`config.mk`:
```
export PLATFORM = sky130hd
export DESIGN_NAME = lpt_port_regs
export DESIGN_NICKNAME = d
export VERILOG_FILES = /design/src/rtl/lpt_pkg.sv /design/src/rtl/lpt_addr_decode.sv /design/src/rtl/lpt_hold_reg.sv /design/src/rtl/lpt_sync_chain.sv /design/src/rtl/lpt_port_regs.sv
export SDC_FILE = /design/constraint.sdc
export NUM_CORES = 1
export LEC_CHECK = 0
export BUFFER_PORTS_ARGS = -buffer_cell sky130_fd_sc_hd__clkbuf_2
export CORE_MARGIN = 2
export CORE_UTILIZATION = 40
export DETAILED_ROUTE_END_ITERATION = 7
export GPL_TIMING_DRIVEN = 1
export HOLD_SLACK_MARGIN = 0.03
export PLACE_DENSITY_LB_ADDON = 0.12
export SLEW_MARGIN = 10
export SYNTH_ARGS = -nofsm -noshare
export SYNTH_HDL_FRONTEND = slang
export SYNTH_HIERARCHICAL = 1
export SYNTH_SLANG_ARGS = --single-unit
```
`constraint.sdc`:
```
create_clock -name clk -period 0.8 [get_ports clk]
set_clock_uncertainty 0.15 [all_clocks]
set_input_delay 0.04 -clock clk [delete_from_list [all_inputs] [get_ports clk]]
set_output_delay 0.04 -clock clk [all_outputs]
set_load 0.005 [all_outputs]
```
`src/rtl/lpt_pkg.sv`:
```
package lpt_pkg;

    localparam int DATA_W = 8;
    localparam int OFS_W  = 2;
    localparam int CTL_W  = 4;

    typedef enum logic [OFS_W-1:0] {
        OFS_DATA    = 2'd0,
        OFS_STATUS  = 2'd1,
        OFS_CONTROL = 2'd2,
        OFS_SPARE   = 2'd3
    } ofs_e;

    // status bit positions
    localparam int ST_BUSY  = 7;
    localparam int ST_PAPER = 5;
    localparam int ST_ONL   = 4;
    localparam int ST_ERR   = 3;

    typedef struct packed {
        logic ready;
        logic paper_out;
        logic online;
        logic fault;
    } status_t;

    typedef struct packed {
        logic select;
        logic init;
        logic autofeed;
        logic strobe;
    } control_t;

    typedef struct packed {
        logic wr_data;
        logic wr_ctrl;
        logic rd_data;
        logic rd_status;
        logic rd_ctrl;
    } sel_t;

    function automatic logic [DATA_W-1:0] pack_status(status_t s);
        logic [DATA_W-1:0] b;
        b = '1;
        b[ST_BUSY]  = ~s.ready;
        b[ST_PAPER] = s.paper_out;
        b[ST_ONL]   = s.online;
        b[ST_ERR]   = s.fault;
        return b;
    endfunction

endpackage

```
`src/rtl/lpt_addr_decode.sv`:
```
module lpt_addr_decode
    import lpt_pkg::*;
(
    input  logic [OFS_W-1:0] addr,
    input  logic             wr,
    input  logic             rd,
    output sel_t             sel
);
    always_comb begin
        sel = '0;
        unique case (ofs_e'(addr))
            OFS_DATA: begin
                sel.wr_data = wr;
                sel.rd_data = rd;
            end
            OFS_STATUS: begin
                sel.rd_status = rd;
            end
            OFS_CONTROL: begin
                sel.wr_ctrl = wr;
                sel.rd_ctrl = rd;
            end
            OFS_SPARE: begin
                sel = '0;
            end
            default: sel = '0;
        endcase
    end

    always_comb begin
        a_r10_onehot_sel: assert ($onehot0({sel.rd_data, sel.rd_status, sel.rd_ctrl}));
    end
endmodule

```
`src/rtl/lpt_hold_reg.sv`:
```
module lpt_hold_reg #(
    parameter int          W   = 8,
    parameter logic [W-1:0] RST = '0
) (
    input  logic         clk,
    input  logic         rst,
    input  logic         we,
    input  logic [W-1:0] d,
    output logic [W-1:0] q
);
    always_ff @(posedge clk) begin
        if (rst)     q <= RST;
        else if (we) q <= d;
    end

    a_r2_capture: assert property (@(posedge clk) disable iff (rst)
        we |=> (q == $past(d)));
    a_r10_hold: assert property (@(posedge clk) disable iff (rst)
        !we |=> $stable(q));
endmodule

```
`src/rtl/lpt_sync_chain.sv`:
```
module lpt_sync_chain #(
    parameter int W      = 4,
    parameter int STAGES = 2
) (
    input  logic         clk,
    input  logic         rst,
    input  logic [W-1:0] d,
    output logic [W-1:0] q
);
    logic [W-1:0] stage [STAGES];

    always_ff @(posedge clk) begin
        if (rst) stage[0] <= '0;
        else     stage[0] <= d;
    end

    for (genvar k = 1; k < STAGES; k++) begin : g_stage
        always_ff @(posedge clk) begin
            if (rst) stage[k] <= '0;
            else     stage[k] <= stage[k-1];
        end
        a_r5_shift: assert property (@(posedge clk) disable iff (rst)
            prev_run |-> (stage[k] == $past(stage[k-1])));
    end

    assign q = stage[STAGES-1];

    // records whether the previous edge was outside reset
    logic prev_run;
    always_ff @(posedge clk) begin
        if (rst) prev_run <= 1'b0;
        else     prev_run <= 1'b1;
    end

    a_r5_first: assert property (@(posedge clk) disable iff (rst)
        prev_run |-> (stage[0] == $past(d)));
endmodule

```
`src/rtl/lpt_port_regs.sv`:
```
module lpt_port_regs
    import lpt_pkg::*;
#(
    parameter int SYNC_STAGES = 2
) (
    input  logic              clk,
    input  logic              rst,
    input  logic [OFS_W-1:0]  bus_addr,
    input  logic              bus_wr,
    input  logic              bus_rd,
    input  logic [DATA_W-1:0] bus_wdata,
    output logic [DATA_W-1:0] bus_rdata,
    output logic [DATA_W-1:0] pd_o,
    input  logic              ptr_ready_i,
    input  logic              ptr_paper_out_i,
    input  logic              ptr_online_i,
    input  logic              ptr_fault_i,
    output logic              ctl_strobe_o,
    output logic              ctl_autofeed_o,
    output logic              ctl_init_o,
    output logic              ctl_select_o
);
    localparam int ST_W = $bits(status_t);

    sel_t     sel;
    status_t  st_raw, st_sync;
    control_t ctl_q;
    logic [DATA_W-1:0] data_q;

    lpt_addr_decode u_dec (
        .addr (bus_addr),
        .wr   (bus_wr),
        .rd   (bus_rd),
        .sel  (sel)
    );

    lpt_hold_reg #(.W(DATA_W), .RST('0)) u_data (
        .clk (clk),
        .rst (rst),
        .we  (sel.wr_data),
        .d   (bus_wdata),
        .q   (data_q)
    );

    lpt_hold_reg #(.W(CTL_W), .RST('0)) u_ctrl (
        .clk (clk),
        .rst (rst),
        .we  (sel.wr_ctrl),
        .d   (bus_wdata[CTL_W-1:0]),
        .q   (ctl_q)
    );

    assign st_raw = '{ready: ptr_ready_i, paper_out: ptr_paper_out_i,
                      online: ptr_online_i, fault: ptr_fault_i};

    lpt_sync_chain #(.W(ST_W), .STAGES(SYNC_STAGES)) u_sync (
        .clk (clk),
        .rst (rst),
        .d   (st_raw),
        .q   (st_sync)
    );

    always_comb begin
        bus_rdata = '0;
        if (sel.rd_data)   bus_rdata = data_q;
        if (sel.rd_status) bus_rdata = pack_status(st_sync);
        if (sel.rd_ctrl)   bus_rdata = {{(DATA_W-CTL_W){1'b0}}, ctl_q};
    end

    assign pd_o           = data_q;
    assign ctl_strobe_o   = ctl_q.strobe;
    assign ctl_autofeed_o = ctl_q.autofeed;
    assign ctl_init_o     = ctl_q.init;
    assign ctl_select_o   = ctl_q.select;

    a_r9_idle_zero: assert property (@(posedge clk) disable iff (rst)
        !bus_rd |-> (bus_rdata == '0));
    a_r8_spare_zero: assert property (@(posedge clk) disable iff (rst)
        (bus_rd && bus_addr == OFS_SPARE) |-> (bus_rdata == '0));
    a_r6_status_wr_noeffect: assert property (@(posedge clk) disable iff (rst)
        (bus_wr && bus_addr == OFS_STATUS) |=>
            ($stable(pd_o) && $stable({ctl_select_o, ctl_init_o, ctl_autofeed_o, ctl_strobe_o})));
    a_r3_data_readback: assert property (@(posedge clk) disable iff (rst)
        (bus_rd && bus_addr == OFS_DATA) |-> (bus_rdata == pd_o));
    a_r1_reset_idle: assert property (@(posedge clk)
        $past(rst) |-> (pd_o == '0 && !ctl_strobe_o));
endmodule

```
==> impl_results.md, run 1 <==
* Outcome: finished with violations
* Violated checks: hold timing, setup timing
* Max Clk Rate at 850 MHz
* Synthesized cell area at 823 um2
* Lkg Pwr at 0.636 nW
* Grt ovf at 0
* DRT Pass-1 Iters at 4
* Setup crit end kind: output port
* DRT Wirelength at 2100 um
* WL per Instance at 12.0 um
* Synth Area in Adders at 0%
* Mapped Cells at 87
* Core area at 1940 um2
* Final routed DRC violation total at 0
* Final worst setup slack at -0.377 ns
* WS Path Type: reg -> out
* DP HPWL at 1340 um
* Area post-placement at 1110 um2
* Vias in the first global route at 774
* R2r startpoint: u_data/q[4]$_SDFFE_PP0P_
* GRT Util Overall at 18.4%
* Clock root cell: clkbuf_4
* Max_cap viols at 0
* Initial antenna violation count at 0
* Crit path required time at 0.61 ns
* Cell Chain, Critical Path: a21oi_1, o21ai_1, buf_2
* Synthesis-stage register bit count at 20
* Synth Area in Compound Gates at 7.29%
* Cts-stage hold buffer count at 6
* Clock Path Buffers at 2
* Worst hold start: bus_wdata[5]
* I/O pin count at 38
* CTS tree: built
* CTS Buf Count at 3
* Initial DRC count at 7
* Routed via count at 829
* Final setup viols at 29
* Initial Util at 42.4%
* Final Hold Viols at 20
* Relative slew margins at 85.3%
* Register area share after synthesis at 48.6%
* Fillers at 151
* Pin count of the biggest net entering global routing at 21
* Post-Synth Simple-Gate Area at 24.5%
* Final Core Density at 72.9%
* Antenna-violating nets left at 0
* Slowest stage delay, CP at 0.35 ns
* Count of different cell masters after synthesis at 15
* Clock latency on the worst-skew pair at 0.29 ns
* Clock transition at the registers of the reported paths at 0.10 ns
* Power Dens Cells at 1320 nW/um2
* First-pass GRT wire length at 3460 um
* CP arrival at 0.99 ns
* Number of diodes at 0
* Die Y at 49.4 um
* Xor/xnor share of the synthesized area at 0%
* Die area at 2440 um2
* Avg Cell Area, Syn at 9.46 um2
* Setup TNS at -6.47 ns
* Syn Nets at 105
* Synthesis Warnings at 6
* H-Tree Depth at 1
* Clk sink count at 20
* Crit path max-delay cell type: dfxtp_2
* Final Cell Area at 1420 um2
* Post-layout min period at 1.18 ns
* Mux cell area share after synthesis at 14.6%
* CP startpoint kind: flop
* Dominant cells by area after synthesis: dfxtp_1 (49%), mux2i_1 (15%), nor2b_1 (6.8%), nor2_1 (5.9%), a21oi_1 (5.5%)
* Worst hold path class: in -> reg
* Port-buffer cells at 37
* Die Wd at 49.4 um
* Critical path origin: u_data/q[1]$_SDFFE_PP0P_
* Non-filler cells, final at 174
* Yosys top cell area share at 48.6%
* Worst Tran Pin Value at 0.221 ns
* Worst VDD drop at 1.30 mV
* Final nets at 167
* Largest family of logic cells by synthesized area: simple AND/OR/NAND/NOR gates
* Post-placement cell count at 153
* GP Congestion at 0.722
* Number of vias per cell at 4.76
* WHS at -0.164 ns
* Leading area contributor after synthesis: dfxtp_1
* Critical path peak fanout at 2
* Final period util at 147%
* Rows at 16
* Area grow syn2layout at 72.0%
* Share of cells above drive strength 1 at 55.1%
* RSZ-0062 raised after global routing: true
* Max-slew violation count at 0
## cell usage after synthesis (all sizes together)
| library cell | count |
|---|---|
| nor3b | 2 |
| mux2i | 12 |
| o21ai | 3 |
| nand2 | 5 |
| clkbuf | 1 |
| buf | 5 |
| a21oi | 9 |
| dfxtp | 20 |
| nor2 | 13 |
| nand2b | 1 |
| and3b | 3 |
| nand3b | 4 |
| nor2b | 9 |
## layer usage
| layer | global-route usage, % | wire [um] | part of all wire [%] | vias up |
|---|---|---|---|---|
| met4 | 8.57 | 12 | 0.57 | 0 |
| li1 | - | - | - | 411 |
| met1 | 21.6 | 864 | 41 | 390 |
| met2 | 32.7 | 1110 | 53 | 26 |
| met3 | 2.45 | 110 | 5.2 | 2 |
| met5 | 0 | 0 | 0 | - |
## through the flow
stage	total power, mW	setup WS (ns)
2_1_floorplan	1.20	-0.0638
6_report	1.87	-0.377
3_5_place_dp	1.33	-0.394
3_3_place_gp	1.33	-0.373
4_1_cts	1.87	-0.390
5_1_grt	1.96	-0.452
## flip-flops by register name, indices dropped and copies added, names as in the netlist
name and flops:
u_ctrl/q 4, u_data/q 8, u_sync/stage 8
## final cells by class
class / count / area, um2 / area share [%]
timing repair buffer: 63 / 514 / 36.3
multi-input combinational: 61 / 430 / 30.4
sequential: 20 / 415 / 29.3
tap: 27 / 33.8 / 2.39
clock buffer: 3 / 22.5 / 1.59
## cell families (layout without fill, tap and decap cells)
logic type	Yosys count	after routing
flip-flops	20	20
AO/OA/AOI/OAI	12	12
buffers and inverters	6	66
multiplexers	12	12
AND/OR/NAND/NOR	37	37
## worst max-delay path, delay by kind of cell (launching register included)
| family | cells | cell delay [ns] |
|---|---|---|
| flip-flops | 1 | 0.35 |
| buffers and inverters | 1 | 0.13 |
| AO/OA/AOI/OAI | 2 | 0.21 |
## worst paths after layout
check | end | slack, ns | cells past startpoint
worst min register to register | u_sync/stage[1][0]$_SDFF_PP0_ | 0.30 | 1
worst max register to register | u_data/q[4]$_SDFFE_PP0P_ | -0.27 | 5
worst max-delay path | bus_rdata[1] | -0.38 | 3
worst min-delay path | u_data/q[5]$_SDFFE_PP0P_ | -0.16 | 3
## placed cells by master (no fill, tap or decap), types with 3 or more instances in the layout
| cell | instances |
|---|---|
| a21oi_1 | 5 |
| a21oi_2 | 4 |
| buf_2 | 5 |
| buf_4 | 4 |
| buf_6 | 19 |
| clkbuf_2 | 26 |
| clkbuf_4 | 3 |
| dfxtp_1 | 8 |
| dfxtp_2 | 12 |
| dlygate4sd3_1 | 6 |
| mux2i_1 | 11 |
| nand2_1 | 5 |
| nand3b_1 | 4 |
| nor2_1 | 13 |
| nor2b_1 | 9 |
| o21ai_1 | 3 |
## where the power goes
group,switching [mW],leakage [nW],internal (mW)
Combinational,0.138,0.453,0.219
Sequential,0.0190,0.169,1.04
Clock,0.283,0.0138,0.175
Total,0.441,0.636,1.43
## timing repair
action / CTS / global route
hold endpoints to repair: 20 / 20
buffers inserted: 10 / 6
pin swaps: 4 / 7
setup endpoints to repair: 28 / 32
resized for setup: 26 / 22
Note: power is estimated with default switching activity, not from simulation.
==> run 2, diff against run 1 <==
ABC_AREA = 1   (was unset)
CORE_UTILIZATION = 42   (was 40)
==> run 2 against run 1 <==
  * The run still ends with hold timing, setup timing left
  * Routed wire length up 16%
  * Power up 29%
  * First-iteration DRC count up 100%
  * Non-clock buffer count up 6
  * Area after synthesis up 13%
  * Flip-flop and latch count unchanged
  * Clock-buffer cell count unchanged
  * Critical path depth up 2
  * Cell area up 16%
==> impl_results.md, run 2 <==
* GRT Util Overall at 19.5% (was 18.4%)
* P_sw at 584 uW (was 441 uW)
* DRT Wirelength at 2440 um (was 2100 um)
* Violated checks: hold timing, setup timing (unchanged)
* Antenna-violating nets left at 0 (unchanged)
* WL per Instance at 10.1 um (was 12.0 um)
* R2R setup slack at -0.14 ns (was -0.27 ns)
* Worst R2R End: u_data/q[4]$_SDFFE_PP0P_ (unchanged)
* Top Registers: u_data/q: 8 flops, u_sync/stage: 8 flops, u_ctrl/q: 4 flops (unchanged)
* First-pass GRT wire length at 3830 um (was 3460 um)
* Logic pwr share at 21.2% (was 19.1%)
* Critical path peak fanout at 2 (unchanged)
* Worst VDD drop at 1.48 mV (was 1.30 mV)
* Port-buffer cells at 37 (unchanged)
* CTS tree: built (unchanged)
* Sw Share at 24.1% (was 23.5%)
* Initial DRC count at 14 (was 7)
* Reg power frac at 44.4% (was 56.5%)
* Vias in the first global route at 974 (was 774)
* Worst hold start: rst (was bus_wdata[5])
* CP arrival at 1.03 ns (was 0.99 ns)
* Max Clk Rate at 823 MHz (was 850 MHz)
* CTS Buf Count at 3 (unchanged)
* Number of diodes at 0 (unchanged)
* Avg Cell Area, Syn at 6.33 um2 (was 9.46 um2)
* Final worst setup slack at -0.415 ns (was -0.377 ns)
* DP HPWL at 1520 um (was 1340 um)
* Relative slew margins at 80.7% (was 85.3%)
* R2r startpoint: u_data/q[4]$_SDFFE_PP0P_ (unchanged)
* Synth cell count leaders: nor2_1 (44), nand2_1 (37), inv_1 (25) (was dfxtp_1 (20), nor2_1 (13), mux2i_1 (12))
* Dominant cells by area after synthesis: dfxtp_1 (43%), nor2_1 (18%), nand2_1 (15%), inv_1 (10%), buf_6 (4.8%) (was dfxtp_1 (49%), mux2i_1 (15%), nor2b_1 (6.8%), nor2_1 (5.9%), a21oi_1 (5.5%))
* Hold path depth at 3 (unchanged)
* Grt ovf at 0 (unchanged)
* Final Hold Viols at 17 (was 20)
* Die Y at 51.1 um (was 49.4 um)
* Worst Tran Pin Value at 0.288 ns (was 0.221 ns)
* Commonest non-fill, non-tap cell in the layout: nand2_1 (was clkbuf_2)
* Most frequent cells in the layout: nand2_1 (36), nor2_1 (32), clkbuf_2 (25) (was clkbuf_2 (26), buf_6 (19), nor2_1 (13))
* Lkg Pwr at 0.873 nW (was 0.636 nW)
* Clock Path Buffers at 2 (unchanged)
* Final routed DRC violation total at 0 (unchanged)
* Count leader, synth: nor2_1 (was dfxtp_1)
* Max_cap viols at 0 (unchanged)
* Number of synthesized flops with an enable pin at 0 (unchanged)
* Worst hold path class: in -> reg (unchanged)
* Power Dens Cells at 1480 nW/um2 (was 1320 nW/um2)
* Register area share after synthesis at 43.0% (was 48.6%)
* Critical path origin: u_data/q[3]$_SDFFE_PP0P_ (was u_data/q[1]$_SDFFE_PP0P_)
* Routed via count at 1038 (was 829)
* Final setup viols at 29 (unchanged)
* Initial antenna violation count at 0 (unchanged)
* Post-placement cell count at 219 (was 153)
* Final Core Density at 76.4% (was 72.9%)
* WHS at -0.0971 ns (was -0.164 ns)
* Die area at 2610 um2 (was 2440 um2)
* Post-layout min period at 1.22 ns (was 1.18 ns)
* Reg2Reg Depth at 4 (was 5)
* Final period util at 152% (was 147%)
* Leading area contributor after synthesis: dfxtp_1 (unchanged)
* I/O pin count at 38 (unchanged)
* GP Congestion at 0.763 (was 0.722)
* Cts-stage hold buffer count at 12 (was 6)
* Clk sink count at 20 (unchanged)
* Share of cells above drive strength 1 at 46.3% (was 55.1%)
* WS Path Type: reg -> out (unchanged)
* Pin count of the biggest net entering global routing at 13 (was 21)
* Outcome: finished with violations (unchanged)
* Internal at 1.84 mW (was 1.43 mW)
* Mapped Cells at 147 (was 87)
* Final nets at 233 (was 167)
* Primary FF master, synth: dfxtp_1 (unchanged)
* Post-synth ARST share at 0% (unchanged)
* Clock group share of total power at 34.4% (was 24.5%)
* Initial Util at 43.3% (was 42.4%)
* CP startpoint kind: flop (unchanged)
* Rows at 17 (was 16)
* Clock latency on the worst-skew pair at 0.31 ns (was 0.29 ns)
* Yosys top cell area share at 43.0% (was 48.6%)
* Area grow syn2layout at 76.3% (was 72.0%)
* Core area at 2150 um2 (was 1940 um2)
* Synthesis Warnings at 6 (unchanged)
* Number of vias per cell at 4.29 (was 4.76)
* Synthesized cell area at 931 um2 (was 823 um2)
* DRT Pass-1 Iters at 4 (unchanged)
* Max-slew violation count at 0 (unchanged)
* Non-filler cells, final at 242 (was 174)
* Die Wd at 51.1 um (was 49.4 um)
* Hold path endpoint: u_sync/stage[1][3]$_SDFF_PP0_ (was u_data/q[5]$_SDFFE_PP0P_)
* Clock transition at the registers of the reported paths at 0.11 ns (was 0.10 ns)
* RSZ-0062 raised after global routing: true (unchanged)
* Setup crit end kind: output port (unchanged)
* H-Tree Depth at 1 (unchanged)
* Crit path required time at 0.61 ns (about the same)
* Syn Nets at 165 (was 105)
* Count of different cell masters after synthesis at 12 (was 15)
* Clock root cell: clkbuf_4 (unchanged)
* Synthesis-stage register bit count at 20 (unchanged)
run 2: layer usage:
metal | GRT usage, % | wire (um) | vias to the layer above | share of wire (%)
li1 | - | - | 556 | -
met1 | 22.7 | 1080 | 456 | 44
met4 | 9.46 | 50 | 0 | 2.1
met2 | 34.8 | 1220 | 22 | 50
met5 | 0 | 0 | - | 0
met3 | 2.63 | 91 | 4 | 3.7
run 2: power groups by stage:
stage	clock [mW]	sequential [mW]	combinational (mW)
finish	0.834	1.08	0.513
global route	0.891	1.08	0.563
CTS	0.855	1.08	0.452
detailed placement	0	1.09	0.339
global placement	0	1.09	0.330
floorplan	0	1.09	0.184
run 2: layout make-up:
| cell class | count | area [um2] |
|---|---|---|
| Tap cell | 28 | 35.0 |
| Fill cell | 161 | 507 |
| Multi-Input combinational cell | 93 | 455 |
| Clock buffer | 3 | 22.5 |
| Inverter | 28 | 123 |
| Sequential cell | 20 | 415 |
| Clock inverter | 1 | 30.0 |
| Timing Repair Buffer | 69 | 561 |
run 2: kinds of logic after synthesis:
group / after synthesis / share of synthesized area [%]
simple gates: 86 / 35.8
buf+inv: 34 / 17.5
flops: 20 / 43.0
compound gates: 7 / 3.76
run 2: worst max path at each step:
stage / cells past startpoint / end / slack (ns)
global placement: 10 / bus_rdata[3] / -0.31
detailed placement: 10 / bus_rdata[3] / -0.33
finish: 5 / bus_rdata[3] / -0.42
CTS: 5 / bus_rdata[3] / -0.43
global route: 5 / bus_rdata[3] / -0.47
floorplan: 8 / u_data/q[6]$_SDFFE_PP0P_ / -0.05
run 2: stage by stage:
stage               setup WS [ns]  setup TNS [ns]  power [mW]  cell area [um2]
floorplan                 -0.0471         -0.0673        1.28              961
global placement           -0.309           -4.65        1.42             1220
detailed placement         -0.326           -4.79        1.43             1220
CTS                        -0.431           -6.61        2.38             1540
global route               -0.475           -8.02        2.54             1640
finish                     -0.415           -6.89        2.42             1640
run 2: worst max-delay path, cell delays in order (launching register included):
cell	delay (ns)
dfxtp_2	0.34
nand2_1	0.05
nor2_1	0.08
nor2_1	0.05
nor2_1	0.09
clkbuf_2	0.12
run 2: what timing repair did:
action / 4_1_cts / 5_1_grt
endpoints found under the hold margin: 20 / 16
pin swaps: 8 / 6
resized for setup: 32 / 30
endpoints found under the setup margin: 26 / 32
setup buffers: 8 / 7
==> run 3, diff against run 2 <==
CORE_MARGIN = unset   (was 2)
==> run 3 against run 2 <==
  * The run still ends with hold timing, setup timing left
  * Cell count is 2.5% lower
  * Critical endpoint is now bus_rdata[4]
  * Non-clock buffer count fell by 5
  * Sequential power about the same
==> impl_results.md, run 3 (synthesis gave the netlist of run 2 again) <==
* Vias in the first global route at 1035 (was 974)
* Final nets at 228 (was 233)
* Final routed DRC violation total at 0 (unchanged)
* CP arrival at 1.06 ns (was 1.03 ns)
* Core area at 2020 um2 (was 2150 um2)
* Final setup viols at 29 (unchanged)
* CTS Buf Count at 3 (unchanged)
* Initial Util at 46.0% (was 43.3%)
* Crit path required time at 0.61 ns (about the same)
* H-Tree Depth at 1 (unchanged)
* Number of diodes at 0 (unchanged)
* Worst hold path class: in -> reg (unchanged)
* Rows at 16 (was 17)
* Post-layout min period at 1.25 ns (was 1.22 ns)
* Critical path peak fanout at 2 (unchanged)
* Worst Tran Pin Value at 0.289 ns (was 0.288 ns)
* CP startpoint kind: flop (unchanged)
* DRT Wirelength at 2740 um (was 2440 um)
* Grt ovf at 0 (unchanged)
* Final Hold Viols at 19 (was 17)
* CTS tree: built (unchanged)
* Violated checks: hold timing, setup timing (unchanged)
* Share of cells above drive strength 1 at 48.3% (was 46.3%)
* Routed via count at 1058 (was 1038)
* WS Path Type: reg -> out (unchanged)
* WHS at -0.125 ns (was -0.0971 ns)
* Initial DRC count at 15 (was 14)
* Setup crit end kind: output port (unchanged)
* DP HPWL at 1670 um (was 1520 um)
* Die Wd at 49.1 um (was 51.1 um)
* I/O pin count at 38 (unchanged)
* Clock latency on the worst-skew pair at 0.30 ns (was 0.31 ns)
* R2r startpoint: u_data/q[4]$_SDFFE_PP0P_ (unchanged)
* Final worst setup slack at -0.445 ns (was -0.415 ns)
* First-pass GRT wire length at 4060 um (was 3830 um)
* Max_cap viols at 0 (unchanged)
* Hold path depth at 5 (was 3)
* Power Dens Cells at 1390 nW/um2 (was 1480 nW/um2)
* Port-buffer cells at 37 (unchanged)
* GRT Util Overall at 22.2% (was 19.5%)
* WL per Instance at 11.6 um (was 10.1 um)
* Number of vias per cell at 4.48 (was 4.29)
* Max Clk Rate at 803 MHz (was 823 MHz)
* Critical path origin: u_data/q[4]$_SDFFE_PP0P_ (was u_data/q[3]$_SDFFE_PP0P_)
* RSZ-0062 raised after global routing: true (unchanged)
* Clock Path Buffers at 2 (unchanged)
* Commonest non-fill, non-tap cell in the layout: nand2_1 (unchanged)
* Die Y at 49.1 um (was 51.1 um)
* Die area at 2410 um2 (was 2610 um2)
* Max-slew violation count at 0 (unchanged)
* Clk sink count at 20 (unchanged)
* Relative slew margins at 80.7% (about the same)
* Outcome: finished with violations (unchanged)
* Final period util at 156% (was 152%)
* Initial antenna violation count at 0 (unchanged)
* Final Core Density at 76.9% (was 76.4%)
* Antenna-violating nets left at 0 (unchanged)
* GP Congestion at 0.839 (was 0.763)
* Lkg Pwr at 0.838 nW (was 0.873 nW)
* Area grow syn2layout at 66.9% (was 76.3%)
* Worst VDD drop at 1.35 mV (was 1.48 mV)
* Clock root cell: clkbuf_4 (unchanged)
* Most frequent cells in the layout: nand2_1 (36), nor2_1 (30), clkbuf_2 (28) (was nand2_1 (36), nor2_1 (32), clkbuf_2 (25))
* Reg2Reg Depth at 4 (unchanged)
* DRT Pass-1 Iters at 4 (unchanged)
* Cts-stage hold buffer count at 7 (was 12)
* Pin count of the biggest net entering global routing at 12 (was 13)
* Worst hold start: bus_wdata[1] (was rst)
* Clock transition at the registers of the reported paths at 0.11 ns (about the same)
* Top Registers: u_data/q: 8 flops, u_sync/stage: 8 flops, u_ctrl/q: 4 flops (unchanged)
-- run 3: cell count changes in the layout (fill, tap and decap cells not counted) --
cell | previous run | this run
dlygate4sd3_1 | 12 | 7
nor2_1 | 32 | 30
a21oi_1 | 3 | 2
a21oi_2 | 4 | 5
nand3_1 | 1 | 2
nor2_2 | 8 | 11
nor2_4 | 6 | 5
bufinv_16 | 1 | 0
buf_6 | 22 | 19
nand3_2 | 1 | 0
clkbuf_2 | 25 | 28
clkbuf_8 | 0 | 1
-- run 3: what timing repair did --
action | in CTS | in global routing
gates resized for setup | 31 | 31
pin swaps | 4 | 8
hold endpoints to repair | 20 | 20
setup buffers | 4 | 10
endpoints found under the setup margin | 25 | 30
-- run 3: layer usage --
metal / GRT usage [%] / wire, um / vias up
li1: - / - / 544
met1: 20.6 / 1040 / 471
met2: 44.3 / 1510 / 37
met3: 7.48 / 141 / 6
met4: 6.86 / 52 / 0
met5: 0 / 0 / -
-- run 3: worst paths after layout --
kind / end / slack (ns)
max: bus_rdata[4] / -0.45
min: u_ctrl/q[1]$_SDFFE_PP0P_ / -0.13
min reg2reg: u_sync/stage[1][2]$_SDFF_PP0_ / 0.26
max reg2reg: u_data/q[4]$_SDFFE_PP0P_ / -0.13
-- run 3: stage by stage --
step	TNS (ns)	total power, mW	instance area (um2)	worst slack, ns	instances
floorplan	-0.0673	1.28	961	-0.0471	147
global placement	-4.58	1.42	1210	-0.313	217
detailed placement	-4.96	1.43	1210	-0.313	217
CTS	-5.96	2.10	1430	-0.415	232
global route	-7.79	2.28	1550	-0.536	236
finish	-6.56	2.16	1550	-0.445	236
-- run 3: report_power, final --
part	leakage [nW]	total [mW]	internal [mW]	switching [mW]
registers	0.169	1.08	1.05	0.0297
logic	0.647	0.492	0.260	0.232
clock network	0.0210	0.586	0.278	0.309
-- run 3: final cells by class --
type                            instances  area, um2
Tap cell                               27       33.8
Fill cell                             152        468
Sequential cell                        20        415
Clock buffer                            4       36.3
Multi-Input combinational cell         93        454
Timing Repair Buffer                   64        492
Inverter                               28        123
-- run 3: worst max-delay path: stages, from the launching register on --
cell and delay (ns):
dfxtp_2 0.37, nand3_1 0.12, a21oi_2 0.14, clkbuf_2 0.13
